### src/rtl/pwmadc_pkg.sv
package pwmadc_pkg;
  // strobes passed from control to datapath
  typedef struct packed {
    logic sample;   // period boundary: load result, restart count
    logic gate;     // conversion window open
  } ctlStrobes_t;
endpackage

### src/rtl/pwmadc_ctl.sv
module pwmadc_ctl
  import pwmadc_pkg::*;
#(
  parameter int DIV_RATIO   = 100,
  parameter int SYNC_STAGES = 2
) (
  input  logic        clk,
  input  logic        rst,
  input  logic        cmpIn,
  output ctlStrobes_t strobes,
  output logic        rampStart
);
  localparam int DIV_W = (DIV_RATIO > 1) ? $clog2(DIV_RATIO) : 1;
  localparam logic [DIV_W-1:0] DIV_LAST = DIV_W'(DIV_RATIO - 1);

  logic [DIV_W-1:0]     divCnt;
  logic [SYNC_STAGES:0] syncQ;
  logic                 sampleNow;
  logic                 cmpEdge;
  logic                 gateQ;

  // period divider
  always_ff @(posedge clk) begin
    if (rst)                   divCnt <= '0;
    else if (divCnt == DIV_LAST) divCnt <= '0;
    else                       divCnt <= divCnt + 1'b1;
  end
  assign sampleNow = (divCnt == DIV_LAST);

  // synchronizer chain plus one extra stage for edge detection
  always_ff @(posedge clk) begin
    if (rst) syncQ <= '0;
    else     syncQ <= {syncQ[SYNC_STAGES-1:0], cmpIn};
  end
  assign cmpEdge = syncQ[SYNC_STAGES-1] & ~syncQ[SYNC_STAGES];

  // window latch: set has priority over clear
  always_ff @(posedge clk) begin
    if (rst)            gateQ <= 1'b0;
    else if (sampleNow) gateQ <= 1'b1;
    else if (cmpEdge)   gateQ <= 1'b0;
  end

  assign strobes.sample = sampleNow;
  assign strobes.gate   = gateQ;
  assign rampStart      = sampleNow;


  div_range_chk: assert property (@(posedge clk) disable iff (rst)
    divCnt <= DIV_LAST);

  gate_set_chk: assert property (@(posedge clk) disable iff (rst)
    sampleNow |=> gateQ);

  gate_clear_chk: assert property (@(posedge clk) disable iff (rst)
    (cmpEdge && !sampleNow && gateQ) |=> !gateQ);

  edge_once_chk: assert property (@(posedge clk) disable iff (rst)
    cmpEdge |=> !cmpEdge);
endmodule

### src/rtl/pwmadc_dp.sv
module pwmadc_dp
  import pwmadc_pkg::*;
#(
  parameter int CNT_W = 5
) (
  input  logic             clk,
  input  logic             rst,
  input  ctlStrobes_t      strobes,
  output logic [CNT_W-1:0] dataOut,
  output logic             dataValid
);
  localparam logic [CNT_W-1:0] CNT_MAX = '1;

  logic [CNT_W-1:0] cnt;

  // gated, saturating counter
  always_ff @(posedge clk) begin
    if (rst)                               cnt <= '0;
    else if (strobes.sample)               cnt <= '0;
    else if (strobes.gate && cnt != CNT_MAX) cnt <= cnt + 1'b1;
  end

  // result register
  always_ff @(posedge clk) begin
    if (rst) begin
      dataOut   <= '0;
      dataValid <= 1'b0;
    end else begin
      dataValid <= strobes.sample;
      if (strobes.sample) dataOut <= cnt;
    end
  end


  cnt_monotone_chk: assert property (@(posedge clk) disable iff (rst)
    !strobes.sample |=> cnt >= $past(cnt));

  sat_hold_chk: assert property (@(posedge clk) disable iff (rst)
    (cnt == CNT_MAX && !strobes.sample) |=> cnt == CNT_MAX);

  valid_pulse_chk: assert property (@(posedge clk) disable iff (rst)
    dataValid |=> !dataValid);
endmodule

### src/rtl/pwm_count_adc.sv
module pwm_count_adc
  import pwmadc_pkg::*;
#(
  parameter int DIV_RATIO = 100,
  parameter int CNT_W     = 5
) (
  input  logic             clk,
  input  logic             rst,
  input  logic             cmpIn,
  output logic             rampStart,
  output logic             gateOut,
  output logic [CNT_W-1:0] dataOut,
  output logic             dataValid
);
  ctlStrobes_t strobes;

  pwmadc_ctl #(.DIV_RATIO(DIV_RATIO), .SYNC_STAGES(2)) uCtl (
    .clk(clk), .rst(rst), .cmpIn(cmpIn),
    .strobes(strobes), .rampStart(rampStart)
  );

  pwmadc_dp #(.CNT_W(CNT_W)) uDp (
    .clk(clk), .rst(rst), .strobes(strobes),
    .dataOut(dataOut), .dataValid(dataValid)
  );

  assign gateOut = strobes.gate;


  valid_on_sample_chk: assert property (@(posedge clk) disable iff (rst)
    rampStart |=> dataValid);
endmodule

### config.mk
export PLATFORM = sky130hd
export DESIGN_NAME = pwm_count_adc
export DESIGN_NICKNAME = d
export VERILOG_FILES = /design/src/rtl/pwmadc_pkg.sv /design/src/rtl/pwmadc_ctl.sv /design/src/rtl/pwmadc_dp.sv /design/src/rtl/pwm_count_adc.sv
export SDC_FILE = /design/constraint.sdc
export NUM_CORES = 1
export LEC_CHECK = 0
export BUFFER_PORTS_ARGS = -buffer_cell sky130_fd_sc_hd__buf_2
export CORE_AREA = 2 2 52 54
export DETAILED_ROUTE_END_ITERATION = 12
export DIE_AREA = 0 0 54 56
export GPL_ROUTABILITY_DRIVEN = 0
export PLACE_DENSITY = 0.58
export REMOVE_ABC_BUFFERS = 1
export SETUP_SLACK_MARGIN = 0.05
export SLEW_MARGIN = 20
export SYNTH_ARGS = -nofsm -noshare
export SYNTH_HDL_FRONTEND = slang
export SYNTH_SLANG_ARGS = --single-unit
### constraint.sdc
create_clock -name clk -period 2.1 [get_ports clk]
set_input_delay 0.525 -clock clk [delete_from_list [all_inputs] [get_ports clk]]
set_output_delay 0.525 -clock clk [all_outputs]
set_load 0.02 [all_outputs]
==> flow_summary.yaml, run 1 <==
run_status:
  status: "finished, final reports clean"
synthesis:
  synth_top_area_cell: "dfxtp_1"
  synth_adder_area_share_pct: 3.93
  synth_warnings: 0
  syn_area_per_cell_um2: 9.96
  synth_simple_gate_area_share_pct: 24.6
  synth_xor_area_share_pct: 4.58
  synth.top_cell.area_share_pct: 46.1
  synth_area_um2: 956
  synth_edf_count: 0
  synth_compound_area_share_pct: 11.4
  synth_top_family_by_area: "simple AND/OR/NAND/NOR gates"
  syn_inst: 96
  synth_seq_cells: 22
  ys_async_sr_fraction_pct: 0
  synthTopCellsByArea: "dfxtp_1 46%, nor2b_1 5.2%, nor2_1 4.7%"
  ys_seq_area_share_pct: 46.1
  synth.mux.area_fraction_pct: 4.19
  ys.flop_type: "dfxtp_1"
  synth.distinct_cells: 28
min_path:
  worstHoldPathType: "flop to flop"
cells_and_area:
  final_cells: 138
  final_area_mm2: 0.00106
  antenna_cells: 0
  nFillCells: 240
  layout.nets: 116
  syn_to_final_growth_pct: 11.1
  layout_common_cells: "20 x dfxtp_1, 12 x nor2_1, 9 x buf_2"
  layout-drive-gt1-share_pct: 25.9
  final_util_pct: 43.7
  final_common_cell: "dfxtp_1"
power:
  report.power.total_uw: 636
  irDropWorstVdd_uv: 654
  leakagePower_uw: 0.000415
  p_per_area_mw_per_mm2: 599
cts:
  cts_max_level: 1
  cts_hold_buffers: 0
  cts_inserted_buffers: 3
  clk_latency_ns: 0.30
  path_clk_slew_ns: 0.10
  cts_buffer_depth: 2
  cts-root-buf: "clkbuf_4"
  cts.sinks: 22
  cts_tree: "yes"
critical_path:
  path_class: "flop to output pin"
  r2r_slack_ns: 0.34
  crit_arrival_ns: 1.42
  endpoint_kind: "output pin"
  crit_path_max_fanout: 7
  crit_required_ns: 1.57
  start_kind: "flop"
global_routing:
  antenna_found_initial: 0
  grt_max_degree: 19
  grt_pass1_vias: 567
  grt_overflow: 0
  grtUsageTotal_pct: 10.6
  grt_pass1_wl_um: 2380
detailed_routing:
  antenna_left: 0
  dr.pass1.iters: 2
  drtIter0Drc: 3
  wl_per_cell_um: 11.2
  avgViaCountPerCell: 4.78
  wl_um: 1540
  via_count: 659
  drc: 0
floorplan:
  dieHeight_um: 56
  core_mm2: 0.00243
  io_pins: 11
  start_util_pct: 39.3
  dieArea_mm2: 0.00302
  die_x_um: 54
  std_cell_rows: 18
placement:
  hpwl_um: 1090
  placedCellCount: 134
  place_area_mm2: 0.00101
  io_buffers: 10
timing:
  period_share_pct: 92.5
  period_minus_slack_ns: 1.94
  fmax_mhz: 515
  tightest_slew_ns: 0.432
  rsz0062_at_grt: "no"
  fin_tns_setup_ns: 0
  final-setup-viol-count: 0
  drv_slew: 0
  fin_skew_ns: 0.00866
  max_slew_margin_pct: 71.1
  hold_viol: 0
run:
  cap_violations: 0
worst max-delay path, cell delays in order, from the launching register on:
cell	delay, ns
dfxtp_1	0.36
nand2b_1	0.26
or2_4	0.31
inv_4	0.06
buf_4	0.13
logic make-up (layout without fill, tap and decap cells):
group / Yosys count / in the layout
simple gates: 40 / 40
flops: 22 / 22
compound gates: 16 / 16
buf+inv: 6 / 18
xor+xnor: 5 / 5
mux: 4 / 4
fa+ha+maj: 3 / 3
cell type report:
class | instances | area [µm²] | share of cell area [%]
inverter | 3 | 13.8 | 1.30
multi-input combinational | 68 | 478 | 45.0
timing repair buffer | 12 | 67.6 | 6.36
clock buffer | 3 | 22.5 | 2.12
sequential | 22 | 443 | 41.7
tap | 30 | 37.5 | 3.53
power breakdown:
group | switching (µW) | leakage (µW) | internal (µW)
clock | 114 | 0.0000138 | 66.7
combinational | 13.4 | 0.000222 | 11.2
sequential | 5.98 | 0.000179 | 425
total | 133 | 0.000415 | 503
metrics by stage:
step / hold WS, ns / setup slack (ns)
global placement: 0.419 / 0.345
finish: 0.439 / 0.158
CTS: 0.426 / 0.0667
global route: 0.435 / 0.0589
floorplan: 0.407 / 0.344
detailed placement: 0.427 / 0.312
sequential cells by signal, summed over array words and instances (netlist names):
signal	flops
uCtl.divCnt	7
uDp.cnt	5
uDp.dataOut	5
uCtl.syncQ	3
uCtl.gateQ	1
uDp.dataValid	1
repair_timing:
action | CTS | global route
endpoints found under the setup margin | 1 | 1
gates resized for setup | 2 | 3
pin swaps | 1 | 1
buffers inserted | 1 | 0
routing by layer:
metal / vias up / global-route usage [%] / share of wire, % / routed length (µm)
met2: 12 / 17.4 / 49 / 761
met5: - / 0 / 0 / 0
met4: 0 / 1.07 / 0 / 0
li1: 348 / - / - / -
met1: 299 / 12.8 / 46 / 713
met3: 0 / 4.84 / 4.3 / 67
worst paths after layout:
check | to | cells past startpoint | startpoint
setup / recovery | rampStart | 4 | uCtl.divCnt[4]
hold / removal | uCtl.syncQ[2] | 2 | uCtl.syncQ[1]
setup reg to reg | uDp.cnt[4] | 6 | uDp.cnt[0]
hold reg to reg | uCtl.syncQ[2] | 2 | uCtl.syncQ[1]
Yosys cell counts, types with 2 or more instances:
library cell and instances:
a21oi_1 2, dfxtp_1 22, mux2i_1 4, nand3b_1 2, nand2_1 2, nand2b_1 6
nand3_1 3, o21ai_0 7, o21ai_2 5, xor2_1 3, xnor2_1 2, nor2_1 12
inv_1 2, ha_1 3, nor2b_1 8
Power figures use the tool's default switching activity.
==> run 2, diff against run 1 <==
--- a/config.mk
+++ b/config.mk
@@ -6,11 +6,13 @@
 export NUM_CORES = 1
 export LEC_CHECK = 0
 export BUFFER_PORTS_ARGS = -buffer_cell sky130_fd_sc_hd__buf_2
-export CORE_AREA = 2 2 52 54
+export CELL_PAD_IN_SITES_DETAIL_PLACEMENT = 0
+export CELL_PAD_IN_SITES_GLOBAL_PLACEMENT = 2
+export CORE_AREA = 2 2 56 58
 export DETAILED_ROUTE_END_ITERATION = 12
-export DIE_AREA = 0 0 54 56
+export DIE_AREA = 0 0 58 60
 export GPL_ROUTABILITY_DRIVEN = 0
-export PLACE_DENSITY = 0.58
+export PLACE_DENSITY = 0.73
 export REMOVE_ABC_BUFFERS = 1
 export SETUP_SLACK_MARGIN = 0.05
 export SLEW_MARGIN = 20
==> run 2 against run 1 <==
Compared with the run above:
- flip-flop and latch count is the same
- critical endpoint unchanged
- via count grew 1.7%
- power grew 7.2%
- setup slack lost 0.0017 ns
- clock-buffer cell count grew 1
==> flow_summary.yaml, run 2 (synthesized netlist as in run 1, its figures left out) <==
timing:
  fin_skew_ns: 0.00796
  period_share_pct: 92.6
  fmax_mhz: 515
  fin_ws_ns: 0.156
  tightest_slew_ns: 0.441
  fin_tns_setup_ns: 0
  final-setup-viol-count: 0
  drv_slew: 0
  hold_viol: 0
  period_minus_slack_ns: 1.94
  max_slew_margin_pct: 70.6
  rsz0062_at_grt: "no"
detailed_routing:
  dr.pass1.iters: 4
  wl_per_cell_um: 11.1
  via_count: 670
  drc: 0
  avgViaCountPerCell: 4.72
  antenna_left: 0
  drtIter0Drc: 10
  wl_um: 1580
global_routing:
  antenna_found_initial: 0
  grtUsageTotal_pct: 10.8
  grt_max_degree: 19
  grt_overflow: 0
  grt_pass1_wl_um: 2770
  grt_pass1_vias: 626
cts:
  cts_max_level: 1
  clk_latency_ns: 0.30
  cts-root-buf: "clkbuf_4"
  cts_inserted_buffers: 3
  cts.sinks: 22
  cts_buffer_depth: 2
  cts_hold_buffers: 0
  cts_tree: "yes"
  path_clk_slew_ns: 0.11
floorplan:
  start_util_pct: 32.9
  die_x_um: 58
  dieHeight_um: 60
  io_pins: 11
  dieArea_mm2: 0.00348
  std_cell_rows: 20
  core_mm2: 0.00290
cells_and_area:
  layout_common_cells: "20 x dfxtp_1, 12 x nor2_1, 9 x buf_2"
  layout-drive-gt1-share_pct: 27.5
  final_cells: 142
  final_area_mm2: 0.00108
  regMostFlops: "uCtl.divCnt"
  final_common_cell: "dfxtp_1"
  final_util_pct: 37.4
  largest_reg_flops: 7
  syn_to_final_growth_pct: 13.5
  layout.nets: 116
  biggestRegsByFlops: "uCtl.divCnt: 7 flops, uDp.cnt: 5 flops, uDp.dataOut: 5 flops"
  antenna_cells: 0
min_path:
  worstHoldPathType: "input port to flop"
placement:
  place_ws_ns: 0.299
  hpwl_um: 1160
  placedCellCount: 137
  io_buffers: 10
  place_area_mm2: 0.00102
critical_path:
  crit_chain: "ha_4 > nand4bb_1 > or2_4 > inv_4 > buf_4"
  crit_family: "simple AND/OR/NAND/NOR gates"
  cp_slowest_cell: "dfxtp_4"
  endpoint_kind: "output pin"
  crit_arrival_ns: 1.42
  crit_required_ns: 1.57
  start_kind: "flop"
  crit_path_max_fanout: 4
  critical_path.max_stage_delay_ns: 0.38
  path_buf_inv: 2
  path_class: "flop to output pin"
run_status:
  status: "finished, final reports clean"
power:
  irDropWorstVdd_uv: 450
  p_per_area_mw_per_mm2: 628
  leakagePower_uw: 0.000422
run:
  cap_violations: 0
==> run 2: through the flow <==
| stage | hold slack (ns) | power (µW) |
|---|---|---|
| detailed placement | 0.421 | 462 |
| global placement | 0.421 | 461 |
| finish | 0.431 | 682 |
| CTS | 0.420 | 695 |
| global route | 0.424 | 726 |
| floorplan | 0.407 | 451 |
==> run 2: routing by layer <==
metal / share of wire (%) / vias to the layer above / routed length [µm] / GRT usage (%)
met5: 0 / - / 0 / 0
met4: 1.7 / 0 / 27 / 3.99
met3: 4.3 / 4 / 68 / 3.90
met2: 50 / 9 / 784 / 18.3
met1: 44 / 305 / 700 / 12.5
li1: - / 352 / - / -
==> run 2: final timing paths <==
path             startpoint             to  slack [ns]  cells after the start
max          uCtl.divCnt[0]      rampStart        0.16                      5
min                   cmpIn  uCtl.syncQ[0]        0.43                      2
max reg2reg      uDp.cnt[0]     uDp.cnt[4]        0.34                      6
min reg2reg   uCtl.syncQ[1]  uCtl.syncQ[2]        0.43                      2
==> run 2: report_power, final <==
| part | leakage, µW | internal (µW) | switching, µW | total, µW |
|---|---|---|---|---|
| registers | 0.000179 | 425 | 5.95 | 430 |
| clock network | 0.0000210 | 106 | 121 | 226 |
| logic | 0.000222 | 11.2 | 13.4 | 24.6 |
| total | 0.000422 | 542 | 140 | 682 |
==> run 2: timing repair <==
item                                   CTS  global route
cloned                                   0             0
setup buffers                            1             0
pin swaps                                1             1
resized for setup                        3             4
endpoints found under the hold margin    0             0
setup endpoints to repair                1             1
==> run 2: area by class of cell <==
| class | instances | area [µm²] |
|---|---|---|
| inverters | 3 | 13.8 |
| fillers | 306 | 1820 |
| flip-flops and latches | 22 | 445 |
| clock buffers | 4 | 36.3 |
| repair buffers | 12 | 67.6 |
| well taps | 33 | 41.3 |
| multi-input cells | 68 | 480 |
==> run 2: worst register-to-register path: cells and delay by family (launching register included) <==
family | cells | cell delay, ns
adders and majority gates | 2 | 0.43
DFF | 1 | 0.37
and+or+nand+nor | 3 | 0.61
muxes | 1 | 0.24
==> run 3, diff against run 2 <==
--- a/config.mk
+++ b/config.mk
@@ -8,11 +8,12 @@
 export BUFFER_PORTS_ARGS = -buffer_cell sky130_fd_sc_hd__buf_2
 export CELL_PAD_IN_SITES_DETAIL_PLACEMENT = 0
 export CELL_PAD_IN_SITES_GLOBAL_PLACEMENT = 2
-export CORE_AREA = 2 2 56 58
+export CORE_AREA = 2 2 54 56
+export CTS_BUF_LIST = sky130_fd_sc_hd__clkbuf_8
 export DETAILED_ROUTE_END_ITERATION = 12
-export DIE_AREA = 0 0 58 60
+export DIE_AREA = 0 0 56 58
 export GPL_ROUTABILITY_DRIVEN = 0
-export PLACE_DENSITY = 0.73
+export PLACE_DENSITY = 0.78
 export REMOVE_ABC_BUFFERS = 1
 export SETUP_SLACK_MARGIN = 0.05
 export SLEW_MARGIN = 20
==> run 3 against run 2 <==
Compared with the run above:
- sequential share of layout area is 1.2 points lower
- worst hold slack worse by 0.00055 ns
- design area is 2.2% higher
- flip-flop and latch count stayed put
- sequential power hardly changed
- fmax is 0.17% higher
- clock-buffer cell count is 1 lower
- largest cell class unchanged
==> flow_summary.yaml, run 3 (synthesized netlist as in run 1, its figures left out) <==
run_status:
  status: "finished, final reports clean"
cells_and_area:
  layout-drive-gt1-share_pct: 25.7
  multi_input_area_um2: 478
  regMostFlops: "uCtl.divCnt"
  final_common_cell: "dfxtp_1"
  syn_to_final_growth_pct: 16.0
  layout_common_cells: "21 x dfxtp_1, 12 x nor2_1, 10 x buf_2"
  largest_reg_flops: 7
  final_area_mm2: 0.00111
  layout.nets: 116
  biggestRegsByFlops: "uCtl.divCnt: 7 flops, uDp.cnt: 5 flops, uDp.dataOut: 5 flops"
  final-seq-area_um2: 442
  antenna_cells: 0
  nFillCells: 270
power:
  leakagePower_uw: 0.000436
  irDropWorstVdd_uv: 629
  p_per_area_mw_per_mm2: 764
detailed_routing:
  wl_um: 1540
  avgViaCountPerCell: 4.76
  wl_per_cell_um: 11.0
  via_count: 666
  dr.pass1.iters: 3
  drc: 0
  antenna_left: 0
  drtIter0Drc: 10
critical_path:
  start_kind: "flop"
  crit_arrival_ns: 1.42
  path_class: "flop to output pin"
  path_buf_inv: 2
  crit_chain: "ha_4 > nand4bb_1 > or2_4 > inv_4 > buf_2"
  cp_slowest_cell: "dfxtp_1"
  crit_path_max_fanout: 4
  r2r_slack_ns: 0.34
  crit_family: "simple AND/OR/NAND/NOR gates"
  critical_path.max_stage_delay_ns: 0.37
  endpoint_kind: "output pin"
  reg2reg_depth: 6
  crit_required_ns: 1.57
  reg2reg_from: "uDp.cnt[0]"
  worstReg2RegEnd: "uDp.cnt[1]"
timing:
  fin_skew_ns: 0.00213
  period_minus_slack_ns: 1.94
  fmax_mhz: 515
  final-setup-viol-count: 0
  fin_tns_setup_ns: 0
  fin_ws_ns: 0.160
  max_slew_margin_pct: 70.1
  hold_viol: 0
  tightest_slew_ns: 0.448
  drv_slew: 0
  period_share_pct: 92.4
  rsz0062_at_grt: "no"
global_routing:
  antenna_found_initial: 0
  grt_max_degree: 19
  grt_pass1_wl_um: 2790
  grt_overflow: 0
  grt_pass1_vias: 659
  grtUsageTotal_pct: 11.1
min_path:
  whs_endpoint: "uCtl.syncQ[2]"
  worstHoldPathType: "flop to flop"
  timing.hold.worst_path_depth: 2
  min_from: "uCtl.syncQ[1]"
cts:
  cts_buffer_depth: 2
  cts_tree: "yes"
  cts_max_level: 1
  cts_hold_buffers: 0
  clk_latency_ns: 0.26
  path_clk_slew_ns: 0.08
  cts.sinks: 22
  cts_inserted_buffers: 3
  cts-root-buf: "clkbuf_8"
floorplan:
  io_pins: 11
  std_cell_rows: 19
  dieArea_mm2: 0.00325
  die_x_um: 56
  core_mm2: 0.00266
  start_util_pct: 35.9
  dieHeight_um: 58
run:
  cap_violations: 0
placement:
  place_ws_ns: 0.309
  hpwl_um: 1120
  place_area_mm2: 0.00102
  io_buffers: 10
run 3: cell count changes in the layout (fill, tap and decap cells not counted), sizes merged:
cell    previous run  this run
bufinv             0         1
clkbuf             4         3
run 3: area by class of cell:
| class | instances | area share (%) |
|---|---|---|
| Multi-Input combinational cell | 68 | 43.1 |
| Sequential cell | 22 | 39.8 |
| Timing Repair Buffer | 12 | 5.87 |
| Clock buffer | 3 | 3.72 |
| Tap cell | 31 | 3.50 |
| Clock inverter | 1 | 2.71 |
| Inverter | 3 | 1.24 |
run 3: per-layer routing:
metal	wire, µm	track usage [%]	vias up	part of all wire [%]
met2	795	21.0	9	52
met4	8	3.06	0	0.52
met3	59	4.02	2	3.8
met1	676	11.7	305	44
met5	0	0	-	0
li1	-	-	350	-
run 3: where the power goes:
part           leakage [µW]  total [µW]  internal, µW  switching, µW
logic              0.000222        25.0          11.8           13.2
clock network     0.0000357         392           254            137
registers          0.000178         430           424           5.60
run 3: how the worst max path moves through the flow:
stage                        start        end  slack (ns)  cells after the start
CTS                 uCtl.divCnt[0]  rampStart        0.08                      5
global placement    uCtl.divCnt[0]  rampStart        0.34                      5
floorplan           uCtl.divCnt[0]  rampStart        0.34                      4
global route        uCtl.divCnt[0]  rampStart        0.08                      5
finish              uCtl.divCnt[1]  rampStart        0.16                      5
detailed placement  uCtl.divCnt[0]  rampStart        0.31                      5
run 3: worst register-to-register path, stage by stage, from the launching register on:
cell and delay (ns):
dfxtp_1 0.36, ha_1 0.23, and3_1 0.19, ha_1 0.20, nor2b_1 0.38, mux2i_1 0.23, nor2_1 0.05
run 3: through the flow:
| step | hold slack [ns] | util [%] | power, µW | instances |
|---|---|---|---|---|
| after floorplan | 0.407 | - | 451 | 93 |
| after global placement | 0.420 | 38.2 | 460 | 135 |
| after detailed placement | 0.424 | 38.2 | 462 | 135 |
| after CTS | 0.437 | 41.2 | 860 | 140 |
| after global routing | 0.468 | 41.6 | 884 | 140 |
| final | 0.431 | 41.6 | 847 | 140 |
run 3: repair_timing:
action                     in CTS  in global routing
pin swaps                       1                  0
setup buffers                   1                  0
setup endpoints to repair       1                  1
resized for setup               1                  2
